==> src/rtl/crc_serial_pkg.sv <==
package crc_serial_pkg;

  typedef enum logic [1:0] {
    ST_RUN  = 2'd0,
    ST_ZERO = 2'd1,
    ST_EMIT = 2'd2
  } crc_state_e;

  // One step of remainder update: r' = (r*x + b) mod G, for degree n <= 32.
  function automatic logic [31:0] crc_next(input logic [31:0] r,
                                           input logic        b,
                                           input logic [31:0] taps,
                                           input int unsigned n);
    logic        fb;
    logic [32:0] mask;
    logic [31:0] shifted;
    fb      = r[n-1];
    mask    = (33'd1 << n) - 33'd1;
    shifted = {r[30:0], b};
    return (shifted ^ (fb ? taps : 32'd0)) & mask[31:0];
  endfunction

endpackage

==> src/rtl/crc_rem_reg.sv <==
module crc_rem_reg #(
  parameter int unsigned N    = 3,
  parameter logic [N-1:0] TAPS = 3'b101
) (
  input  logic         clk,
  input  logic         rst_n,
  input  logic         clr_i,
  input  logic         shift_i,
  input  logic         din_i,
  output logic [N-1:0] rem_o,
  output logic [N-1:0] nxt_o
);
  import crc_serial_pkg::*;

  logic [N-1:0] rem_q;
  logic [N-1:0] base_w;

  assign base_w = clr_i ? '0 : rem_q;
  assign nxt_o  = N'(crc_next(32'(base_w), din_i, 32'(TAPS), N));
  assign rem_o  = rem_q;

  always_ff @(posedge clk or negedge rst_n) begin
    if (!rst_n)       rem_q <= '0;
    else if (shift_i) rem_q <= nxt_o;
    else if (clr_i)   rem_q <= '0;
  end
endmodule

==> src/rtl/crc_seq.sv <==
module crc_seq #(
  parameter int unsigned N  = 3,
  localparam int unsigned CW = $clog2(N)
) (
  input  logic          clk,
  input  logic          rst_n,
  input  logic          mode_check_i,
  input  logic          in_valid_i,
  input  logic          in_start_i,
  input  logic          in_last_i,
  output logic          in_ready_o,
  output logic          take_o,
  output logic          clr_o,
  output logic          shift_o,
  output logic          check_o,
  output logic          last_take_o,
  output logic          feed_zero_o,
  output logic          emit_o,
  output logic [CW-1:0] cnt_o
);
  import crc_serial_pkg::*;

  crc_state_e    state_q;
  logic [CW-1:0] cnt_q;
  logic          in_frame_q;
  logic          mode_q;
  logic          cnt_end_w;

  assign in_ready_o  = (state_q == ST_RUN);
  assign take_o      = in_valid_i & in_ready_o & (in_start_i | in_frame_q);
  assign check_o     = in_start_i ? mode_check_i : mode_q;
  assign clr_o       = take_o & in_start_i;
  assign feed_zero_o = (state_q == ST_ZERO);
  assign emit_o      = (state_q == ST_EMIT);
  assign shift_o     = take_o | feed_zero_o;
  assign last_take_o = take_o & in_last_i;
  assign cnt_o       = cnt_q;
  assign cnt_end_w   = (cnt_q == CW'(N-1));

  always_ff @(posedge clk or negedge rst_n) begin
    if (!rst_n) begin
      state_q    <= ST_RUN;
      cnt_q      <= '0;
      in_frame_q <= 1'b0;
      mode_q     <= 1'b0;
    end else begin
      unique case (state_q)
        ST_RUN: if (take_o) begin
          in_frame_q <= ~in_last_i;
          mode_q     <= check_o;
          if (in_last_i && !check_o) begin
            state_q <= ST_ZERO;
            cnt_q   <= '0;
          end
        end
        ST_ZERO: begin
          cnt_q <= cnt_end_w ? '0 : cnt_q + 1'b1;
          if (cnt_end_w) state_q <= ST_EMIT;
        end
        ST_EMIT: begin
          cnt_q <= cnt_end_w ? '0 : cnt_q + 1'b1;
          if (cnt_end_w) state_q <= ST_RUN;
        end
        default: state_q <= ST_RUN;
      endcase
    end
  end
endmodule

==> src/rtl/crc_serial_unit.sv <==
module crc_serial_unit #(
  parameter int unsigned  N    = 3,
  parameter logic [N-1:0] TAPS = 3'b101
) (
  input  logic         clk,
  input  logic         rst_n,
  input  logic         mode_check_i,
  input  logic         in_valid_i,
  input  logic         in_start_i,
  input  logic         in_last_i,
  input  logic         in_bit_i,
  output logic         in_ready_o,
  output logic         out_valid_o,
  output logic         out_bit_o,
  output logic [N-1:0] rem_o,
  output logic         err_o,
  output logic         done_o
);
  localparam int unsigned CW = $clog2(N);

  // Named internal events, also used by the bound checker.
  logic          take_w;
  logic          clr_w;
  logic          shift_w;
  logic          check_w;
  logic          last_take_w;
  logic          feed_zero_w;
  logic          emit_w;
  logic [CW-1:0] cnt_w;
  logic [CW-1:0] emit_pos_w;
  logic [N-1:0]  nxt_w;
  logic          din_w;

  logic out_valid_q, out_bit_q, err_q, done_q;

  crc_seq #(.N(N)) seq_i (
    .clk(clk), .rst_n(rst_n), .mode_check_i(mode_check_i),
    .in_valid_i(in_valid_i), .in_start_i(in_start_i), .in_last_i(in_last_i),
    .in_ready_o(in_ready_o), .take_o(take_w), .clr_o(clr_w), .shift_o(shift_w),
    .check_o(check_w), .last_take_o(last_take_w), .feed_zero_o(feed_zero_w),
    .emit_o(emit_w), .cnt_o(cnt_w)
  );

  assign din_w = feed_zero_w ? 1'b0 : in_bit_i;

  crc_rem_reg #(.N(N), .TAPS(TAPS)) rem_i (
    .clk(clk), .rst_n(rst_n), .clr_i(clr_w), .shift_i(shift_w),
    .din_i(din_w), .rem_o(rem_o), .nxt_o(nxt_w)
  );

  assign emit_pos_w = CW'(N-1) - cnt_w;

  always_ff @(posedge clk or negedge rst_n) begin
    if (!rst_n) begin
      out_valid_q <= 1'b0;
      out_bit_q   <= 1'b0;
      err_q       <= 1'b0;
      done_q      <= 1'b0;
    end else begin
      out_valid_q <= (take_w & ~check_w) | emit_w;
      out_bit_q   <= emit_w ? rem_o[emit_pos_w] : in_bit_i;
      done_q      <= last_take_w & check_w;
      err_q       <= last_take_w & check_w & (nxt_w != '0);
    end
  end

  assign out_valid_o = out_valid_q;
  assign out_bit_o   = out_bit_q;
  assign err_o       = err_q;
  assign done_o      = done_q;
endmodule

==> config.mk <==
export PLATFORM = sky130hd
export DESIGN_NAME = crc_serial_unit
export DESIGN_NICKNAME = d
export VERILOG_FILES = /design/src/rtl/crc_serial_pkg.sv /design/src/rtl/crc_rem_reg.sv /design/src/rtl/crc_seq.sv /design/src/rtl/crc_serial_unit.sv
export SDC_FILE = /design/constraint.sdc
export NUM_CORES = 1
export LEC_CHECK = 0
export BUFFER_PORTS_ARGS = -buffer_cell sky130_fd_sc_hd__buf_2
export CORE_UTILIZATION = 30
export CTS_BUF_LIST = sky130_fd_sc_hd__clkbuf_16
export DETAILED_ROUTE_END_ITERATION = 8
export HOLD_SLACK_MARGIN = 0.06
export SYNTH_ARGS = -nofsm -noshare
export SYNTH_HDL_FRONTEND = slang
export SYNTH_SLANG_ARGS = --single-unit
==> constraint.sdc <==
create_clock -name clk -period 1.4 [get_ports clk]
set_input_delay 0.42 -clock clk [delete_from_list [all_inputs] [get_ports clk]]
set_output_delay 0.42 -clock clk [all_outputs]
set_load 0.005 [all_outputs]
==> results of run 1 <==
## what timing repair did
item | CTS | global route
endpoints found under the hold margin | 0 | 0
hold buffers | 0 | 0
setup endpoints to repair | 10 | 10
pin swaps | 5 | 3
setup buffers | 1 | 3
resized for setup | 7 | 4
## worst max path at each step
stage                             startpoint                           end  slack [ps]
floorplan                         in_start_i  seq_i.state_q[0]$_DFFE_PN0P_         -30
global placement                  in_start_i    seq_i.cnt_o[0]$_DFFE_PN0P_        -190
detailed placement                in_start_i    seq_i.cnt_o[0]$_DFFE_PN0P_        -240
CTS                 seq_i.mode_q$_DFFE_PN0P_    seq_i.cnt_o[0]$_DFFE_PN0P_         -70
global route        seq_i.mode_q$_DFFE_PN0P_    seq_i.cnt_o[1]$_DFFE_PN0P_        -120
finish              seq_i.mode_q$_DFFE_PN0P_    seq_i.cnt_o[0]$_DFFE_PN0P_         -50
## worst reg2reg max path, stage by stage, from the launching register on
cell and delay, ps:
dfrtp_1 370, or3b_4 390, a21o_1 190, a21oi_2 200, mux2i_1 220
## Yosys cell counts
master / count / share of area [%]
o31a_1: 1 / 1.1
o21ai_0: 6 / 3.9
a221oi_1: 1 / 1.1
xor2_1: 1 / 1.1
nor2_1: 4 / 1.9
a31oi_1: 2 / 1.6
a21o_1: 1 / 0.97
a21oi_2: 2 / 2.3
mux2_2: 1 / 1.5
nand4_1: 1 / 0.81
a31o_2: 1 / 1.1
dfrtp_1: 13 / 42
a21oi_1: 3 / 1.9
clkbuf_1: 1 / 0.49
mux2_4: 1 / 1.9
ha_1: 8 / 13
nor3b_1: 1 / 0.97
and3_1: 1 / 0.81
and3_2: 1 / 0.97
o211a_1: 1 / 1.3
mux2i_1: 3 / 3.9
or3b_4: 1 / 1.5
nand3_1: 2 / 1.3
or2b_1: 1 / 0.97
nand2_1: 10 / 4.9
inv_1: 7 / 3.4
o221a_2: 1 / 1.5
nor2b_1: 1 / 0.81
o22ai_1: 1 / 0.81
## stage by stage
stage | worst slack, ps | utilization, %
global route | -122.7 | 47.91
detailed placement | -240.5 | 41.23
floorplan | -25.05 | -
CTS | -70.07 | 46.53
global placement | -190.9 | 41.23
finish | -49.37 | 47.91
## registers in the layout, indices dropped and copies added (netlist names)
register          count
out_valid_o           1
seq_i.cnt_o           2
out_bit_o             1
done_o                1
seq_i.mode_q          1
seq_i.state_q         2
rem_i.rem_o           3
err_o                 1
seq_i.in_frame_q      1
## layer usage
layer,GRT usage [%],up-vias
met3,2.609,2
met5,0,-
met4,7.895,0
li1,-,346
met2,24.05,11
met1,17.14,311
## kinds of logic (layout without fill, tap and decap cells)
| group | count (synthesis) | count (layout) | synth area share [%] |
|---|---|---|---|
| AOI/OAI and AO/OA | 20 | 20 | 17.67 |
| xor gates and xnor gates | 1 | 1 | 1.135 |
| muxes | 5 | 5 | 7.293 |
| and+or+nand+nor | 23 | 23 | 14.91 |
| adders and majority gates | 8 | 8 | 12.97 |
| buffers and inverters | 8 | 44 | 3.890 |
| DFF | 13 | 13 | 42.14 |
## cell type report
class | instances | area [um^2]
Clock buffer | 3 | 75.07
Fill cell | 237 | 1279
Timing Repair Buffer | 33 | 235.2
Sequential cell | 13 | 325.3
Multi-Input combinational cell | 57 | 473.0
Clock inverter | 1 | 3.754
Tap cell | 30 | 37.54
Inverter | 7 | 26.28
## placed cells by master, fill, tap and decap left out, drive strengths merged, types with 2 or more instances in the layout
master | synthesis | routed
ha | 8 | 8
clkbuf | 1 | 3
nor2 | 4 | 4
a31oi | 2 | 2
inv | 7 | 8
o21ai | 6 | 6
nand2 | 10 | 10
mux2i | 3 | 3
buf | 0 | 33
dfrtp | 13 | 13
a21oi | 5 | 5
and3 | 2 | 2
mux2 | 2 | 2
nand3 | 2 | 2
## power groups by stage
stage,registers (W),logic [W],clock network (W)
floorplan,0.000629,0.000754,0
global placement,0.000630,0.00116,0
detailed placement,0.000634,0.00120,0
CTS,0.000634,0.00136,0.000542
global route,0.000650,0.00156,0.000561
finish,0.000635,0.00141,0.000528
==> flow_summary.toml, run 1 <==
[sta]
min_period_ps = 1449
whs_ps = 68.46
setup_viol = 5
tightest_slew_ps = 316.5
slew_headroom_pct = 78.90
slew_violations = 0
rsz0062_at_grt = "yes"
setup_ws_ps = -49.37
max_freq_ghz = 0.6900
tns_ps = -137.0
fin_skew_ps = 1.582
min_period_over_period_pct = 103.5
finalHoldViolCount = 0

[run_status]
outcome = "complete, but fails checks"
violations = "setup timing"

[detailed_routing]
vias = 670
first_iter_violations = 7
drt_pass1_iterations = 4
viasPerCell = 4.653
wl_met3_um = 45
met1_length_um = 796
final_antenna_net_count = 0
routedWlPerCell_um = 11.90
routed_wl_um = 1714
highest_layer = "met4"
drc = 0
route.met2.wl_um = 861

[clock_network]
clk_latency_ps = 240
htreeDepth = 1
path_clk_slew_ps = 40
cts_buffers = 3
clockBufferDepth = 2
cts_num_sinks = 13
cts_tree = "done"
root_buffer = "clkbuf_16"

[place]
dp.final_hpwl_um = 1302
numPortBuffers = 14
gp_congestion = 0.7686
dpl_cell_area_um2 = 1012
place_inst = 136

[worst_setup_path]
crit_path_max_incr_delay_ps = 390
cp.required_ps = 1560
crit_buf_inv = 0
setup.worst_path.end_class = "flop"
critPathLaunchType = "flop"
critical_path_peak_fanout = 3
path_depth = 4
reg2reg_to = "seq_i.cnt_o[0]$_DFFE_PN0P_"
critPathTopFamily = "simple AND/OR/NAND/NOR gates"
r2r_start = "seq_i.mode_q$_DFFE_PN0P_"
cp.arrival_ps = 1610
worstSetupPathType = "flop to flop"
worst_path_max_delay_cell = "or3b_4"
crit_chain = "or3b_4, a21o_1, a21oi_2, mux2i_1"
rr_worst_depth = 4
rrSetupSlack_ps = -50

[die]
dieArea_um2 = 2780
rows = 18
die_w_um = 52.73
fp.dieH_um = 52.73
initial_core_util_pct = 31.45
core-area_um2 = 2455
pin_count = 15

[final_layout]
drive_gt1_share_pct = 47.37
nets = 130
final_cell_area_um2 = 1176
synthToLayoutAreaGrowth_pct = 52.35
finalNonFillerCells = 144
antennaDiodeCount = 0

[power_and_ir_drop]
design_power_total_w = 0.002573
clkPwrFrac_pct = 20.5
p_int_w = 0.001689
switchingPower_w = 0.0008834
p_leak_nw = 0.5837
p_sw_share_pct = 34.34
power_frac_comb_pct = 54.8
p_seq_share_pct = 24.7
powerDensity_nw_per_um2 = 2187
peakVddDrop_uv = 1251

[grt]
grt_pass1_wl_um = 2842
grt-ovfl-total = 0
grt_pass1_vias = 656
globalRouteTotalUtil_pct = 14.38
antenna_found_initial = 0
grt_max_degree = 14

[yosys]
avgSynthCellArea_um2 = 9.897
synth_cell_types = 29
synth_nets = 93
synth-seq-cells = 13
syn_area_um2 = 772.0
synthCells = 78
ys_seq_area_share_pct = 42.14
yosys_warnings = 0

[flow_run]
drv_cap = 0

[hold_path]
min_path_type = "input port to async pin"
Power figures use the tool's default switching activity.
==> run 2: changes to the inputs <==
--- a/config.mk
+++ b/config.mk
@@ -5,9 +5,11 @@
 export SDC_FILE = /design/constraint.sdc
 export NUM_CORES = 1
 export LEC_CHECK = 0
+export ABC_AREA = 1
 export BUFFER_PORTS_ARGS = -buffer_cell sky130_fd_sc_hd__buf_2
 export CORE_UTILIZATION = 30
 export CTS_BUF_LIST = sky130_fd_sc_hd__clkbuf_16
+export CTS_CLUSTER_DIAMETER = 120
 export DETAILED_ROUTE_END_ITERATION = 8
 export HOLD_SLACK_MARGIN = 0.06
 export SYNTH_ARGS = -nofsm -noshare
==> flow_summary.toml, run 2 <==
[yosys]
synth_adder_area_share_pct = 13.36
yosys_warnings = 0
synthFlopType = "dfrtp_1"
synthMuxAreaShare_pct = 0
synthSimpleGateAreaFrac_pct = 28.05
synth_top_area_share_pct = 43.41
syn_area_um2 = 749.5
synth_compound_area_share_pct = 7.179
avgSynthCellArea_um2 = 7.807
synth_xor_xnor_area_share_pct = 0
async_flop_share_pct = 100.0
yosys-top-cells-area = "dfrtp_1, ha_1, nand2_1"
synthCells = 96
synth-seq-cells = 13
synth_edf_count = 0
synth_most_common_cell = "nand2_1"
ys_seq_area_share_pct = 43.41
synth_cell_types = 13
synthTopCellsByCount = "nand2_1, inv_1, dfrtp_1"
synth_nets = 111
yosys.area.top_type = "dfrtp_1"
synth_top_family_by_area = "simple AND/OR/NAND/NOR gates"

[die]
dieArea_um2 = 2702
fp.dieH_um = 51.98
initial_core_util_pct = 32.93
pin_count = 15
core-area_um2 = 2276
die_w_um = 51.98
rows = 17

[final_layout]
final_cell_area_um2 = 1026
fill_cells = 219
layout_commonest_cell = "nand2_1"
nets = 135
largest_reg_flops = 3
drive_gt1_share_pct = 30.25
most-common-layout-cells = "nand2_1, inv_1, dfrtp_1, buf_2, nor2_1"
antennaDiodeCount = 0
synthToLayoutAreaGrowth_pct = 36.89

[flow_run]
drv_cap = 0

[place]
dp.final_hpwl_um = 1201
dpl_cell_area_um2 = 884.6
pre_cts_ws_ps = -11.56
gp_congestion = 0.8258
numPortBuffers = 14

[sta]
tns_ps = 0
tightest_slew_ps = 308.7
setup_ws_ps = 19.39
fin_skew_ps = 2.121
finalHoldViolCount = 0
max_freq_ghz = 0.7243
slew_violations = 0
setup_viol = 0
slew_headroom_pct = 79.42
min_period_over_period_pct = 98.61
rsz0062_at_grt = "yes"
min_period_ps = 1381

[clock_network]
htreeDepth = 1
root_buffer = "clkbuf_16"
cts_num_sinks = 13
cts_buffers = 3
clk_latency_ps = 240
clockBufferDepth = 2
path_clk_slew_ps = 50
cts_tree = "done"

[grt]
grt_pass1_vias = 615
antenna_found_initial = 0
grt-ovfl-total = 0
grt_max_degree = 14
grt_pass1_wl_um = 2663
globalRouteTotalUtil_pct = 13.79

[detailed_routing]
viasPerCell = 4.510
routedWlPerCell_um = 11.03
routed_wl_um = 1621
drt_pass1_iterations = 4
vias = 663
first_iter_violations = 19
final_antenna_net_count = 0
drc = 0

[worst_setup_path]
cp.required_ps = 980
critPathLaunchType = "flop"
setup.worst_path.end_class = "output port"
critical_path_peak_fanout = 4
worstSetupPathType = "flop to output port"
cp.arrival_ps = 960

[power_and_ir_drop]
power_frac_comb_pct = 50.4
design_power_total_w = 0.002349
powerDensity_nw_per_um2 = 2290
clkPwrFrac_pct = 22.5
p_seq_share_pct = 27.1
p_int_w = 0.001438
peakVddDrop_uv = 1029
p_leak_nw = 0.5749
p_sw_share_pct = 38.79
switchingPower_w = 0.0009112

[hold_path]
min_path_type = "input port to async pin"

[run_status]
outcome = "finished clean"
[run 2: cell count changes in the layout (fill, tap and decap cells not counted), moves of 3 or more]
| cell | before | now |
|---|---|---|
| buf_4 | 17 | 5 |
| inv_1 | 6 | 14 |
| mux2i_1 | 3 | 0 |
| nand2_1 | 10 | 23 |
| nand2_2 | 0 | 4 |
| nand3_1 | 1 | 6 |
| nand4_1 | 1 | 4 |
| nor2_1 | 4 | 9 |
[run 2: per-stage QoR]
stage | std cells | utilization (%) | hold WS, ps
finish | 147 | 45.08 | 64.20
global route | 147 | 45.08 | 88.34
CTS | 147 | 43.21 | 77.30
detailed placement | 142 | 38.87 | 335.8
global placement | 142 | 38.87 | 332.0
floorplan | 96 | - | 124.4
[run 2: layout make-up]
cell class / count / area (um^2) / area share, %
multi-input cells: 67 / 412.9 / 40.24
flip-flops and latches: 13 / 325.3 / 31.71
repair buffers: 19 / 113.9 / 11.10
clock buffers: 3 / 75.07 / 7.317
inverters: 16 / 60.06 / 5.854
well taps: 28 / 35.03 / 3.415
clock inverters: 1 / 3.754 / 0.3659
[run 2: power groups by stage]
stage / sequential (W) / clock [W] / combinational, W
detailed placement: 0.000633 / 0 / 0.000997
global route: 0.000653 / 0.000566 / 0.00135
CTS: 0.000633 / 0.000544 / 0.00107
finish: 0.000636 / 0.000529 / 0.00118
global placement: 0.000630 / 0 / 0.000978
floorplan: 0.000635 / 0 / 0.000654
[run 2: cells by family (layout without fill, tap and decap cells)]
group,after synthesis,count (layout)
compound gates,10,10
flops,13,13
fa+ha+maj,8,8
simple gates,49,49
buf+inv,16,39
[run 2: critical path, cell delays in order, from the launching register on]
cell	delay, ps
dfrtp_1	380
inv_2	80
ha_4	160
buf_6	100
[run 2: path summary, 6_finish.rpt]
kind | from | to | slack (ps) | cells past startpoint
worst max-delay path | seq_i.state_q[0]$_DFFE_PN0P_ | in_ready_o | 20 | 3
worst min-delay path | rst_n | seq_i.cnt_o[1]$_DFFE_PN0P_ | 60 | 1
worst max register to register | seq_i.state_q[0]$_DFFE_PN0P_ | seq_i.cnt_o[0]$_DFFE_PN0P_ | 110 | 9
worst min register to register | seq_i.cnt_o[1]$_DFFE_PN0P_ | seq_i.cnt_o[1]$_DFFE_PN0P_ | 500 | 2
max in group asynchronous | rst_n | rem_i.rem_o[0]$_DFF_PN0_ | 1100 | 1
min in group clk | in_bit_i | out_bit_o$_DFF_PN0_ | 480 | 3
[run 2: routing by layer]
layer	wire [um]	track usage (%)	part of all wire, %
met3	86	2.924	5.3
met1	836	19.18	52
met5	0	0	0
met2	689	19.87	43
met4	9	6.757	0.56
[run 2: what timing repair did]
action | in CTS | in global routing
resized for setup | 4 | 11
hold buffers | 0 | 0
setup buffers | 1 | 0
pin swaps | 1 | 3
setup endpoints to repair | 3 | 7
==> run 3: changes to the inputs <==
--- a/config.mk
+++ b/config.mk
@@ -7,11 +7,12 @@
 export LEC_CHECK = 0
 export ABC_AREA = 1
 export BUFFER_PORTS_ARGS = -buffer_cell sky130_fd_sc_hd__buf_2
-export CORE_UTILIZATION = 30
+export CORE_UTILIZATION = 47
 export CTS_BUF_LIST = sky130_fd_sc_hd__clkbuf_16
 export CTS_CLUSTER_DIAMETER = 120
 export DETAILED_ROUTE_END_ITERATION = 8
 export HOLD_SLACK_MARGIN = 0.06
+export PLACE_DENSITY = 0.73
 export SYNTH_ARGS = -nofsm -noshare
 export SYNTH_HDL_FRONTEND = slang
 export SYNTH_SLANG_ARGS = --single-unit
==> flow_summary.toml, run 3 (same netlist as run 2, synthesis figures left out) <==
[worst_setup_path]
cp.arrival_ps = 970
crit_path_start = "seq_i.state_q[0]$_DFFE_PN0P_"
r2r_start = "seq_i.state_q[0]$_DFFE_PN0P_"
critPathLaunchType = "flop"
worstSetupPathType = "flop to output port"
cp.required_ps = 980
setup.worst_path.end_class = "output port"
worst_path_max_delay_cell = "dfrtp_1"
critical_path_peak_fanout = 4
rrSetupSlack_ps = 50
crit_chain = "inv_2, ha_4, buf_6"
crit_path_max_incr_delay_ps = 380

[clock_network]
htreeDepth = 1
cts_num_sinks = 13
cts_buffers = 3
clockBufferDepth = 2
clk_latency_ps = 240
cts_tree = "done"
root_buffer = "clkbuf_16"
path_clk_slew_ps = 40

[place]
pre_cts_ws_ps = -6.667
dpl_cell_area_um2 = 869.6
numPortBuffers = 14
dp.final_hpwl_um = 1096
gp_congestion = 0.8603

[die]
core-area_um2 = 1489
dieArea_um2 = 1758
fp.dieH_um = 41.93
rows = 14
pin_count = 15
initial_core_util_pct = 50.34
die_w_um = 41.93

[grt]
grt_pass1_wl_um = 2525
globalRouteTotalUtil_pct = 19.41
grt_max_degree = 14
antenna_found_initial = 0
grt-ovfl-total = 0
grt_pass1_vias = 597

[detailed_routing]
viasPerCell = 4.911
drc = 0
vias = 663
final_antenna_net_count = 0
drt_pass1_iterations = 4
routedWlPerCell_um = 11.56
first_iter_violations = 16
routed_wl_um = 1560

[sta]
tns_ps = 0
slew_violations = 0
max_freq_ghz = 0.7193
fin_skew_ps = 3.673
rsz0062_at_grt = "yes"
setup_ws_ps = 9.780
min_period_over_period_pct = 99.30
whs_ps = 58.81
slew_headroom_pct = 80.60
tightest_slew_ps = 291.0
setup_viol = 0
min_period_ps = 1390
finalHoldViolCount = 0

[final_layout]
final_cell_area_um2 = 993.5
layout_commonest_cell = "nand2_1"
fill_cells = 131
register_area_um2 = 325.3
synthToLayoutAreaGrowth_pct = 32.55
largest_reg_flops = 3
nets = 135
drive_gt1_share_pct = 26.89
multi_input_area_um2 = 395.4
antennaDiodeCount = 0
most-common-layout-cells = "nand2_1, inv_1, dfrtp_1, buf_2, nor2_1"

[power_and_ir_drop]
p_leak_nw = 0.5786
powerDensity_nw_per_um2 = 2319
peakVddDrop_uv = 1046

[run_status]
outcome = "finished clean"

[hold_path]
min_path_type = "input port to async pin"

[flow_run]
drv_cap = 0
run 3: cell counts in the layout (fill, tap and decap cells not counted):
No cell type changed its count.
run 3: routing by layer:
metal,wire length [um],vias up,share of wire [%],track usage [%]
li1,-,349,-,-
met1,705,298,45,25.77
met2,787,14,50,29.06
met3,53,2,3.4,3.913
met4,13,0,0.83,11.61
met5,0,-,0,0
run 3: stage by stage:
stage	cells	utilization [%]	power, W
finish	135	66.72	0.002303
floorplan	96	-	0.001289
global placement	130	58.40	0.001601
global route	135	66.72	0.002498
CTS	134	64.54	0.002202
detailed placement	130	58.40	0.001617
run 3: final timing paths:
kind	end	depth (start not counted)
setup / recovery	in_ready_o	3
hold / removal	seq_i.state_q[1]$_DFFE_PN0P_	1
setup reg to reg	err_o$_DFF_PN0_	8
hold reg to reg	seq_i.cnt_o[1]$_DFFE_PN0P_	2
max in group asynchronous	seq_i.cnt_o[1]$_DFFE_PN0P_	1
min in group clk	out_bit_o$_DFF_PN0_	3
run 3: layout make-up:
type | instances | area share, %
multi-input cells | 67 | 39.80
clock inverters | 1 | 0.3778
repair buffers | 19 | 11.46
flip-flops and latches | 13 | 32.75
inverters | 16 | 6.045
well taps | 16 | 2.015
clock buffers | 3 | 7.557
run 3: critical path, delay by kind of cell, from the launching register on:
| family | cells | cell delay (ps) |
|---|---|---|
| DFF | 1 | 380 |
| adders and majority gates | 1 | 160 |
| buffers and inverters | 2 | 190 |
run 3: timing repair:
action / in CTS / in global routing
cloned: 0 / 0
buffers inserted: 0 / 1
setup endpoints to repair: 3 / 9
gates resized for setup: 4 / 6
pin swaps: 1 / 3
hold buffers: 0 / 0
run 3: power by group:
group          internal (W)  leakage, nW  total (W)  switching (W)
Sequential         0.000530        0.164   0.000636       0.000106
Combinational      0.000495        0.373    0.00114       0.000649
Clock              0.000376       0.0423   0.000523       0.000147
Total               0.00140        0.579    0.00230       0.000902
